**config.mk**
```make
export PLATFORM = sky130hd
export DESIGN_NAME = wave_timer8
export DESIGN_NICKNAME = d
export VERILOG_FILES = /design/src/rtl/wave_timer8.sv
export SDC_FILE = /design/constraint.sdc
export NUM_CORES = 1
export LEC_CHECK = 0
export ABC_CLOCK_PERIOD_IN_PS = 5300
export BUFFER_PORTS_ARGS = -buffer_cell sky130_fd_sc_hd__buf_2
export CAP_MARGIN = 20
export CORE_AREA = 2 2 78 80
export CTS_CLUSTER_DIAMETER = 60
export DETAILED_ROUTE_END_ITERATION = 8
export DIE_AREA = 0 0 80 82
export PLACE_DENSITY = 0.83
export REMOVE_ABC_BUFFERS = 1
export SETUP_SLACK_MARGIN = 0.15
export SKIP_CTS_REPAIR_TIMING = 1
export SYNTH_ARGS = -nofsm -noshare
export SYNTH_HDL_FRONTEND = slang
export SYNTH_SLANG_ARGS = --single-unit
```
**constraint.sdc**
```tcl
create_clock -name clk -period 5.3 [get_ports clk]
set_input_delay 0.53 -clock clk [delete_from_list [all_inputs] [get_ports clk]]
set_output_delay 0.53 -clock clk [all_outputs]
set_load 0.05 [all_outputs]
```
**src/rtl/wave_timer8.sv**
```systemverilog
module wave_timer8 #(
  parameter int CW = 8,
  parameter int PW = 10
) (
  input  logic          clk,
  input  logic          rst_n,
  input  logic          wr_en,
  input  logic [2:0]    addr,
  input  logic [CW-1:0] wr_data,
  output logic [CW-1:0] rd_data,
  output logic          wave_a,
  output logic          wave_b,
  output logic          ovf_flag,
  output logic          cmpa_flag,
  output logic          cmpb_flag
);
  localparam logic [CW-1:0] MAXV = '1;

  logic [5:0]    ctrl_r, ocfg_r;
  logic [CW-1:0] ocra_buf, ocrb_buf, ocra_act, ocrb_act, cnt;
  logic [PW-1:0] pre_cnt, mask;
  logic          blk, out_a, out_b;

  wire [2:0] clk_sel = ctrl_r[2:0];
  wire [2:0] mode    = ctrl_r[5:3];
  wire       pwm     = (mode == 3'd3) || (mode == 3'd7);
  wire [CW-1:0] top  = (mode == 3'd2 || mode == 3'd7) ? ocra_act : MAXV;

  always_comb begin
    case (clk_sel)
      3'd2:    mask = PW'(7);
      3'd3:    mask = PW'(31);
      3'd4:    mask = PW'(63);
      3'd5:    mask = PW'(127);
      3'd6:    mask = PW'(255);
      3'd7:    mask = PW'(1023);
      default: mask = '0;
    endcase
  end

  wire tick   = (clk_sel != 3'd0) && ((pre_cnt & mask) == mask);
  wire cnt_wr = wr_en && addr == 3'd4;
  wire wrap   = tick && cnt == top;
  wire hit_a  = tick && !blk && cnt == ocra_act;
  wire hit_b  = tick && !blk && cnt == ocrb_act;
  wire ovf_set = tick && (cnt == MAXV || (pwm && cnt == top));
  wire fl_wr  = wr_en && addr == 3'd5;

  function automatic logic next_wave(input logic cur, input logic [1:0] com,
                                     input logic is_pwm, input logic hit, input logic bot);
    case (com)
      2'd1:    return hit ? ~cur : cur;
      2'd2:    return (is_pwm && bot) ? 1'b1 : (hit ? 1'b0 : cur);
      2'd3:    return (is_pwm && bot) ? 1'b0 : (hit ? 1'b1 : cur);
      default: return cur;
    endcase
  endfunction

  always_ff @(posedge clk) begin
    if (!rst_n) begin
      ctrl_r    <= '0;
      ocfg_r    <= '0;
      ocra_buf  <= '0;
      ocrb_buf  <= '0;
      ocra_act  <= '0;
      ocrb_act  <= '0;
      cnt       <= '0;
      pre_cnt   <= '0;
      blk       <= 1'b0;
      out_a     <= 1'b0;
      out_b     <= 1'b0;
      ovf_flag  <= 1'b0;
      cmpa_flag <= 1'b0;
      cmpb_flag <= 1'b0;
    end else begin
      pre_cnt <= (clk_sel == 3'd0) ? '0 : pre_cnt + 1'b1;

      if (wr_en && addr == 3'd0) ctrl_r <= wr_data[5:0];
      if (wr_en && addr == 3'd1) ocfg_r <= wr_data[5:0];
      if (wr_en && addr == 3'd2) ocra_buf <= wr_data;
      if (wr_en && addr == 3'd3) ocrb_buf <= wr_data;

      if (pwm) begin
        if (wrap) begin
          ocra_act <= ocra_buf;
          ocrb_act <= ocrb_buf;
        end
      end else begin
        ocra_act <= (wr_en && addr == 3'd2) ? wr_data : ocra_buf;
        ocrb_act <= (wr_en && addr == 3'd3) ? wr_data : ocrb_buf;
      end

      if (cnt_wr) cnt <= wr_data;
      else if (tick) cnt <= wrap ? '0 : cnt + 1'b1;

      if (cnt_wr) blk <= 1'b1;
      else if (tick) blk <= 1'b0;

      out_a <= next_wave(out_a, ocfg_r[1:0], pwm, hit_a, wrap);
      out_b <= next_wave(out_b, ocfg_r[3:2], pwm, hit_b, wrap);

      ovf_flag  <= ovf_set | (ovf_flag  & ~(fl_wr & wr_data[0]));
      cmpa_flag <= hit_a   | (cmpa_flag & ~(fl_wr & wr_data[1]));
      cmpb_flag <= hit_b   | (cmpb_flag & ~(fl_wr & wr_data[2]));
    end
  end

  assign wave_a = out_a & ocfg_r[4] & (ocfg_r[1:0] != 2'd0);
  assign wave_b = out_b & ocfg_r[5] & (ocfg_r[3:2] != 2'd0);

  always_comb begin
    case (addr)
      3'd0:    rd_data = {{(CW-6){1'b0}}, ctrl_r};
      3'd1:    rd_data = {{(CW-6){1'b0}}, ocfg_r};
      3'd2:    rd_data = ocra_buf;
      3'd3:    rd_data = ocrb_buf;
      3'd4:    rd_data = cnt;
      3'd5:    rd_data = {{(CW-3){1'b0}}, cmpb_flag, cmpa_flag, ovf_flag};
      default: rd_data = '0;
    endcase
  end
endmodule

```
==> flow_metrics.tcl, run 1 <==
set metrics [dict create \
    status "completed" \
    clock_latency_ns 0.35 \
    htreeDepth 3 \
    leakagePower_nw 1.50 \
    synth_common_cells "nor2_1 (87), dfxtp_1 (68), mux2i_1 (37), nand2_1 (20), nand3_1 (19)" \
    wire_per_inst_um 18.4 \
    period_share 0.562 \
    whs_ns 0.483 \
    die-area_um2 6560 \
    drt_iter0_markers 314 \
    diodes 0 \
    place_congestion 0.981 \
    ys_ff_latch 68 \
    core-area_um2 5750 \
    fin_ws_ns 2.32 \
    period_needed_ns 2.98 \
    synth.largest_area_cell "dfxtp_1" \
    cp-end-kind "output pin" \
    synthArstFlopShare 0 \
    final_util 0.684 \
    die_x_um 80 \
    vias_per_cell 6.45 \
    setup_viol 0 \
    hold_viol_final 0 \
    yosysTopAreaCellShare 0.377 \
    rsz0062_at_grt "false" \
    filler_cell_count 470 \
    syn_avg_cell_area_um2 8.44 \
    portBuffers 26 \
    synth.area.top_cells "dfxtp_1 (38%), mux2i_1 (10%), nor2_1 (9.0%)" \
    maxCapViolations 0 \
    relSlewSlack 0.395 \
    area_delta_synth_final_pct 8.83 \
    synth.yosys.seq_area_share 0.377 \
    ys_types 58 \
    finClkSkew_ns 0.00680 \
    fmax_mhz 336 \
    clock_sinks 68 \
    path_max_fanout 19 \
    grt_pass1_wl_um 15200 \
    synth_edf_count 0 \
    first_pass_iters 7 \
    cp_slowest_stage_delay_ns 0.74 \
    path_class "in -> out" \
    cts_made_buffers 9 \
    antenna_found_initial 0 \
    wl_um 9650 \
    drc_errors 0 \
    p_per_area_nw_per_um2 263 \
    design.final.nets 461 \
    dp_hpwl_um 6630 \
    grt_start_max_net_pins 52 \
    pre_cts_ws_ns 2.21 \
    required_ns 4.77 \
    cts-root-buf "clkbuf_8" \
    hold_class "in -> reg" \
    syn_area_um2 3610 \
    grt_pass1_vias 3073 \
    critPathSlowestCell "nor2b_1" \
    grt_usage 0.306 \
    peakVddDrop_uv 165 \
    drive_gt1_frac 0.145 \
    cp_num_buf_inv 2 \
    crit_path_frequent_cell "buf_2" \
    path_clk_slew_ns 0.07 \
    initial_core_util 0.629 \
    synth_most_common_cell "nor2_1" \
    postRouteAntennaNets 0 \
    arrival_ns 2.45 \
    pin_count 27 \
    fin_setup_tns_ns 0 \
    start_kind "input pin" \
    rows 28 \
    syn_inst 428 \
    path_cells "buf_2 -> nor2b_1 -> a22oi_1 -> o22a_1 -> o21ai_0 -> buf_2" \
    yosysWarnings 0 \
    overflow 0 \
    cts_buffer_depth 2 \
    tightest_slew_ns 0.900 \
    die_h_um 82 \
    ys.flop_type "dfxtp_1" \
    cts_tree "done" \
    slew_viol_final 0 \
    via_count 3381 \
    crit_family "simple AND/OR/NAND/NOR gates" \
]
flip-flops by register name, indices dropped and copies added, names as in the netlist:
register   cells
out_a          1
pre_cnt       10
cmpa_flag      1
ctrl_r         6
cnt            8
ocra_buf       8
ovf_flag       1
ocra_act       8
ocrb_buf       8
ocrb_act       8
cmpb_flag      1
out_b          1
blk            1
ocfg_r         6
cells in the final DEF (no fill, tap or decap), types with 7 or more instances in the layout:
master / Yosys / layout
nor2_1: 87 / 87
dfxtp_1: 68 / 68
mux2i_1: 37 / 37
buf_2: 3 / 28
nand2_1: 20 / 20
nand3_1: 19 / 19
xnor2_1: 15 / 15
inv_1: 14 / 14
a21oi_1: 12 / 12
a31oi_1: 11 / 11
clkbuf_8: 0 / 11
a221oi_2: 10 / 10
nor3_1: 8 / 8
o21ai_0: 8 / 8
nand2b_1: 7 / 7
a221oi_1: 7 / 7
cells by family after synthesis:
logic type / share of synthesized area
mux: 0.112
xor+xnor: 0.0412
fa+ha+maj: 0.00693
flops: 0.377
simple gates: 0.225
compound gates: 0.186
buf+inv: 0.0523
through the flow:
stage	instances	area, µm²	power [W]
5_1_grt	524	3930	0.00106
3_5_place_dp	508	3760	0.000660
3_3_place_gp	506	3740	0.000658
6_report	524	3930	0.00103
4_1_cts	523	3930	0.00103
2_1_floorplan	400	3480	0.000618
cell type report:
type                    count  area [µm²]  area share
flip-flops and latches     68        1360       0.346
repair buffers             34         185      0.0471
multi-input cells         316        2060       0.525
clock buffers              13         159      0.0404
well taps                  75        93.8      0.0239
inverters                  16        60.1      0.0153
clock inverters             2        10.0     0.00255
report_power, final:
group          switching (W)  internal [W]
Sequential         0.0000198      0.000523
Combinational      0.0000685     0.0000411
Clock               0.000190      0.000192
Total               0.000278      0.000756
final timing paths:
check | from | endpoint | slack, ns | cells past startpoint
setup / recovery | addr[1] | rd_data[2] | 2.32 | 6
hold / removal | wr_data[6] | cnt[6]$_SDFFE_PN0P_ | 0.48 | 3
setup reg to reg | pre_cnt[2]$_SDFF_PP0_ | out_b$_SDFFE_PN0P_ | 2.47 | 7
hold reg to reg | ovf_flag$_SDFF_PN0_ | ovf_flag$_SDFF_PN0_ | 0.49 | 2
worst register-to-register path, stage by stage (launching register included):
cell,delay (ns)
dfxtp_1,0.41
nand4_1,0.14
a2111oi_0,0.45
a32oi_1,0.43
nor4_1,0.62
mux2_2,0.40
o21ai_0,0.19
nor3_1,0.08
layer usage:
metal	part of all wire	global-route usage	vias to the layer above
li1	-	-	1575
met1	0.43	0.398	1625
met2	0.47	0.492	149
met3	0.072	0.0659	32
met4	0.028	0.132	0
met5	0	0	-
Note: power is estimated with default switching activity, not from simulation.
==> run 2, diff against run 1 <==
--- a/config.mk
+++ b/config.mk
@@ -5,14 +5,14 @@
 export SDC_FILE = /design/constraint.sdc
 export NUM_CORES = 1
 export LEC_CHECK = 0
-export ABC_CLOCK_PERIOD_IN_PS = 5300
+export ABC_CLOCK_PERIOD_IN_PS = 2600
 export BUFFER_PORTS_ARGS = -buffer_cell sky130_fd_sc_hd__buf_2
 export CAP_MARGIN = 20
-export CORE_AREA = 2 2 78 80
+export CORE_AREA = 2 2 85 87
 export CTS_CLUSTER_DIAMETER = 60
 export DETAILED_ROUTE_END_ITERATION = 8
-export DIE_AREA = 0 0 80 82
-export PLACE_DENSITY = 0.83
+export DIE_AREA = 0 0 87 89
+export PLACE_DENSITY = 0.74
 export REMOVE_ABC_BUFFERS = 1
 export SETUP_SLACK_MARGIN = 0.15
 export SKIP_CTS_REPAIR_TIMING = 1
==> constraint.sdc (replaced) <==
create_clock -name clk -period 2.6 [get_ports clk]
set_input_delay 0.26 -clock clk [delete_from_list [all_inputs] [get_ports clk]]
set_output_delay 0.26 -clock clk [all_outputs]
set_load 0.05 [all_outputs]
==> run 2 against run 1 <==
Combinational power rose by 150%. Cell count rose by 5.2%. Hold slack got worse by 0.29 ns. Design area rose by 7.0%. Die area rose by 18%. Register-to-register slack got worse by 2.3 ns. Largest power group unchanged. Highest routed layer unchanged. Flip-flop and latch count did not move.
==> flow_metrics.tcl, run 2 (synthesized netlist as in run 1, its figures left out) <==
set metrics [dict create \
    fmax_mhz 418 \
    cts-root-buf "clkbuf_8" \
    area_delta_synth_final_pct 16.5 \
    period_share 0.920 \
    arrival_ns 2.63 \
    start_kind "flip-flop" \
    grt_usage 0.270 \
    finClkSkew_ns 0.00889 \
    antenna_found_initial 0 \
    drc_errors 0 \
    cp-end-kind "flip-flop" \
    die_h_um 89 \
    cts_tree "done" \
    status "completed" \
    portBuffers 26 \
    path_cells "inv_2 -> a222oi_1 -> o221ai_2 -> or4_4 -> o21a_2 -> a221oi_2 -> nor2_1" \
    grt_pass1_vias 3106 \
    via_count 3408 \
    path_clk_slew_ns 0.08 \
    mostFrequentLayoutCells "nor2_1 (87), dfxtp_1 (64), mux2i_1 (37)" \
    path_max_fanout 8 \
    pin_count 27 \
    overflow 0 \
    htreeDepth 3 \
    clock_latency_ns 0.36 \
    cp_num_buf_inv 1 \
    wire_per_inst_um 18.6 \
    wl_met3_um 611 \
    required_ns 2.83 \
    wl_um 10300 \
    slew_viol_final 0 \
    vias_per_cell 6.19 \
    crit_start "cnt[5]$_SDFFE_PN0P_" \
    rows 30 \
    final_common_cell "nor2_1" \
    highest_layer "met4" \
    die-area_um2 7740 \
    hold_class "in -> reg" \
    clock_sinks 68 \
    top_register "pre_cnt" \
    final_util 0.626 \
    dp_hpwl_um 7220 \
    design.final.nets 482 \
    largest_reg_flops 10 \
    wl_met1_um 4490 \
    place_congestion 0.948 \
    period_needed_ns 2.39 \
    tightest_slew_ns 0.547 \
    maxCapViolations 0 \
    p_per_area_nw_per_um2 523 \
    r2r-start "cnt[5]$_SDFFE_PN0P_" \
    path_class "reg -> reg" \
    rsz0062_at_grt "true" \
    cp_slowest_stage_delay_ns 0.62 \
    postRouteAntennaNets 0 \
    met2WireLength_um 4800 \
    grt_start_max_net_pins 24 \
    drt_iter0_markers 299 \
    cts_made_buffers 9 \
    crit_family "compound AO/OA/AOI/OAI gates" \
    die_x_um 87 \
    core-area_um2 6720 \
    hold_start "wr_data[7]" \
    whs_ns 0.192 \
    diodes 0 \
    r2r_setup_slack_ns 0.21 \
    hold_viol_final 0 \
    initial_core_util 0.538 \
    leakagePower_nw 1.62 \
    relSlewSlack 0.635 \
    grt_pass1_wl_um 15900 \
    peakVddDrop_uv 315 \
    setup_viol 0 \
    cts_buffer_depth 2 \
    drive_gt1_frac 0.212 \
    critPathSlowestCell "or4_4" \
    first_pass_iters 5 \
]
run 2: changes by cell type in the layout (fill, tap and decap cells not counted), sizes merged:
cell      before  now
clkbuf        13   11
o21a           2    3
buf           34   54
clkinvlp       0    3
run 2: per-stage QoR:
step / instances / setup slack, ns / instance area (µm²) / setup TNS [ns] / total power [W]
floorplan: 400 / -0.304 / 3480 / -3.06 / 0.00126
global placement: 533 / 0.0968 / 3930 / 0 / 0.00137
detailed placement: 533 / 0.135 / 3930 / 0 / 0.00137
CTS: 549 / 0.111 / 4120 / 0 / 0.00218
global route: 551 / 0.131 / 4210 / 0 / 0.00227
finish: 551 / 0.207 / 4210 / 0 / 0.00220
run 2: layer usage:
layer	global-route usage	vias to the layer above
met4	0.121	0
li1	-	1620
met2	0.441	131
met3	0.0425	29
met5	0	-
met1	0.353	1628
run 2: where the power goes:
part,switching [W],leakage [nW],internal (W)
sequential,0.0000270,0.552,0.00107
clock,0.000440,0.0876,0.000398
combinational,0.000166,0.984,0.000105
run 2: layout make-up:
type / count / area [µm²]
Fill cell: 584 / 2510
Multi-Input combinational cell: 317 / 2140
Sequential cell: 68 / 1370
Timing Repair Buffer: 54 / 357
Clock buffer: 11 / 151
Tap cell: 80 / 100
Inverter: 16 / 60.1
Clock inverter: 5 / 36.3
run 2: final timing paths:
| kind | cells past startpoint | endpoint |
|---|---|---|
| worst max-delay path | 7 | ocrb_act[4]$_SDFFE_PN0P_ |
| worst min register to register | 1 | pre_cnt[0]$_SDFF_PP0_ |
| worst max register to register | 7 | ocrb_act[4]$_SDFFE_PN0P_ |
| worst min-delay path | 3 | cnt[7]$_SDFFE_PN0P_ |
run 2: worst min-delay path, cell delays in order:
cell     delay, ns
buf_2         0.12
nand2_1       0.05
a31oi_1       0.06
==> run 3, diff against run 2 <==
--- a/config.mk
+++ b/config.mk
@@ -5,6 +5,7 @@
 export SDC_FILE = /design/constraint.sdc
 export NUM_CORES = 1
 export LEC_CHECK = 0
+export ABC_AREA = 1
 export ABC_CLOCK_PERIOD_IN_PS = 2600
 export BUFFER_PORTS_ARGS = -buffer_cell sky130_fd_sc_hd__buf_2
 export CAP_MARGIN = 20
==> run 3 against run 2 <==
Register-to-register slack better by 0.38 ns. Combinational power is 6% lower. Critical path depth stayed put. Flip-flop and latch count stayed put. Fmax is 18% higher. Hold slack better by 0.0077 ns. Routed wire length is 2.2% higher. Total power is 0.92% higher. Area after synthesis is 0.21% lower. Largest power group unchanged. Highest routed layer unchanged.
==> flow_metrics.tcl, run 3 <==
set metrics [dict create \
    status "completed" \
    period_share 0.783 \
    ys_ff_latch 68 \
    maxCapViolations 0 \
    wl_um 10500 \
    grtUsageMet3 0.0619 \
    fin_ws_ns 0.565 \
    synth.area.top_cells "dfxtp_1 (38%), nand2_1 (15%), inv_1 (7.3%)" \
    relSlewSlack 0.553 \
    vias_per_cell 5.70 \
    period_needed_ns 2.03 \
    grt_start_max_net_pins 37 \
    via_count 3778 \
    critPathSlowestCell "nor3_1" \
    busiest_layer "met2" \
    postRouteAntennaNets 0 \
    peakVddDrop_uv 333 \
    path_max_fanout 5 \
    cts_buffer_depth 2 \
    pre_cts_ws_ns 0.502 \
    antenna_found_initial 0 \
    synth.largest_area_cell "dfxtp_1" \
    start_kind "input pin" \
    yosysTopAreaCellShare 0.378 \
    synth.yosys.seq_area_share 0.378 \
    largest_reg_flops 10 \
    fin_setup_tns_ns 0 \
    grt_usage 0.287 \
    ys_types 36 \
    dp_hpwl_um 7660 \
    hold_viol_final 0 \
    first_pass_iters 5 \
    core-area_um2 6720 \
    syn_avg_cell_area_um2 6.51 \
    synth_most_common_cell "nand2_1" \
    drt_iter0_markers 477 \
    fin_area_um2 3990 \
    die_x_um 87 \
    finClkSkew_ns 0.00995 \
    clock_sinks 68 \
    diodes 0 \
    crit_path_frequent_cell "buf_2" \
    rsz0062_at_grt "false" \
    path_clk_slew_ns 0.07 \
    wire_per_inst_um 15.8 \
    cts_made_buffers 9 \
    die_h_um 89 \
    hold_class "in -> reg" \
    area_delta_synth_final_pct 10.6 \
    setup_viol 0 \
    met1_usage 0.389 \
    arrival_ns 1.77 \
    synth_edf_count 0 \
    path_class "in -> out" \
    final_common_cell "nand2_1" \
    ys.flop_type "dfxtp_1" \
    yosysWarnings 0 \
    place_congestion 1.01 \
    clock_latency_ns 0.35 \
    cp-end-kind "output pin" \
    overflow 0 \
    p_per_area_nw_per_um2 558 \
    path_cells "buf_2 -> nor3_1 -> inv_1 -> o21ai_0 -> a21oi_1 -> o221ai_1 -> buf_2" \
    required_ns 2.34 \
    syn_inst 554 \
    synth_common_cells "nand2_1 (146), inv_1 (70), dfxtp_1 (68), nor2_1 (56), a21oi_1 (50)" \
    initial_core_util 0.536 \
    portBuffers 26 \
    met2_usage 0.456 \
    place_area_um2 3800 \
    htreeDepth 3 \
    drive_gt1_frac 0.103 \
    syn_area_um2 3600 \
    leakagePower_nw 1.64 \
    top_register "pre_cnt" \
    mostFrequentLayoutCells "nand2_1 (146), inv_1 (70), dfxtp_1 (68)" \
    cts-root-buf "clkbuf_8" \
    synthArstFlopShare 0 \
    cp_slowest_stage_delay_ns 0.50 \
    die-area_um2 7740 \
    rows 30 \
    drc_errors 0 \
    tightest_slew_ns 0.670 \
    fmax_mhz 491 \
    pin_count 27 \
    slew_viol_final 0 \
    grt_pass1_vias 3363 \
    cts_tree "done" \
    design.final.nets 594 \
    grt_pass1_wl_um 16900 \
]
==> run 3: cell count changes after synthesis, moves of 6 or more <==
cell / previous run / this run
nand2_1: 20 / 146
inv_1: 14 / 70
o21ai_0: 8 / 48
a21oi_1: 12 / 50
mux2i_1: 37 / 2
nor2_1: 87 / 56
a221oi_2: 10 / 0
a31oi_1: 11 / 2
xnor2_1: 15 / 6
nand2b_1: 7 / 0
clkbuf_1: 18 / 12
==> run 3: cell type report <==
cell class | instances | area [µm²]
tap | 80 | 100
multi-input combinational | 391 | 1870
sequential | 68 | 1360
clock buffer | 11 | 131
clock inverter | 5 | 52.6
fill | 642 | 2730
inverter | 78 | 293
timing repair buffer | 30 | 173
==> run 3: per-stage QoR <==
| step | utilization | cells | hold WS [ns] | power (W) |
|---|---|---|---|---|
| finish | 0.593 | 663 | 0.200 | 0.00222 |
| global route | 0.593 | 663 | 0.218 | 0.00230 |
| CTS | 0.593 | 663 | 0.191 | 0.00222 |
| detailed placement | 0.566 | 647 | 0.439 | 0.00138 |
| global placement | 0.566 | 647 | 0.430 | 0.00137 |
| floorplan | - | 537 | 0.386 | 0.00128 |
==> run 3: cell families (layout without fill, tap and decap cells) <==
| logic type | Yosys count | in the layout | synth area share |
|---|---|---|---|
| buffers and inverters | 95 | 124 | 0.102 |
| AO/OA/AOI/OAI | 125 | 125 | 0.191 |
| adder cells (fa/ha/maj) | 2 | 2 | 0.00694 |
| XOR/XNOR | 11 | 11 | 0.0267 |
| flip-flops | 68 | 68 | 0.378 |
| AND/OR/NAND/NOR | 251 | 251 | 0.290 |
| multiplexers | 2 | 2 | 0.00555 |
==> run 3: worst paths after layout <==
| check | start | endpoint | slack, ns | cells past startpoint |
|---|---|---|---|---|
| worst max-delay path | addr[1] | rd_data[5] | 0.57 | 7 |
| worst min register to register | pre_cnt[0]$_SDFF_PP0_ | pre_cnt[0]$_SDFF_PP0_ | 0.45 | 1 |
| worst max register to register | ctrl_r[4]$_SDFFE_PN0P_ | ocrb_act[1]$_SDFFE_PN0P_ | 0.59 | 9 |
| worst min-delay path | wr_data[5] | ctrl_r[5]$_SDFFE_PN0P_ | 0.20 | 3 |
==> run 3: critical path, delay by kind of cell <==
family                 cells  cell delay [ns]
buffers and inverters      3             0.64
and+or+nand+nor            1             0.50
AOI/OAI and AO/OA          3             0.38
==> run 3: where the power goes <==
part	internal, W	switching (W)
sequential	0.00107	0.0000329
combinational	0.0000747	0.000182
clock	0.000439	0.000422
==> run 3: layer usage <==
metal  wire [µm]  vias to the layer above
li1            -                     1844
met1        4540                     1721
met2        4630                      190
met3        1030                       23
met4         273                        0
met5           0                        -
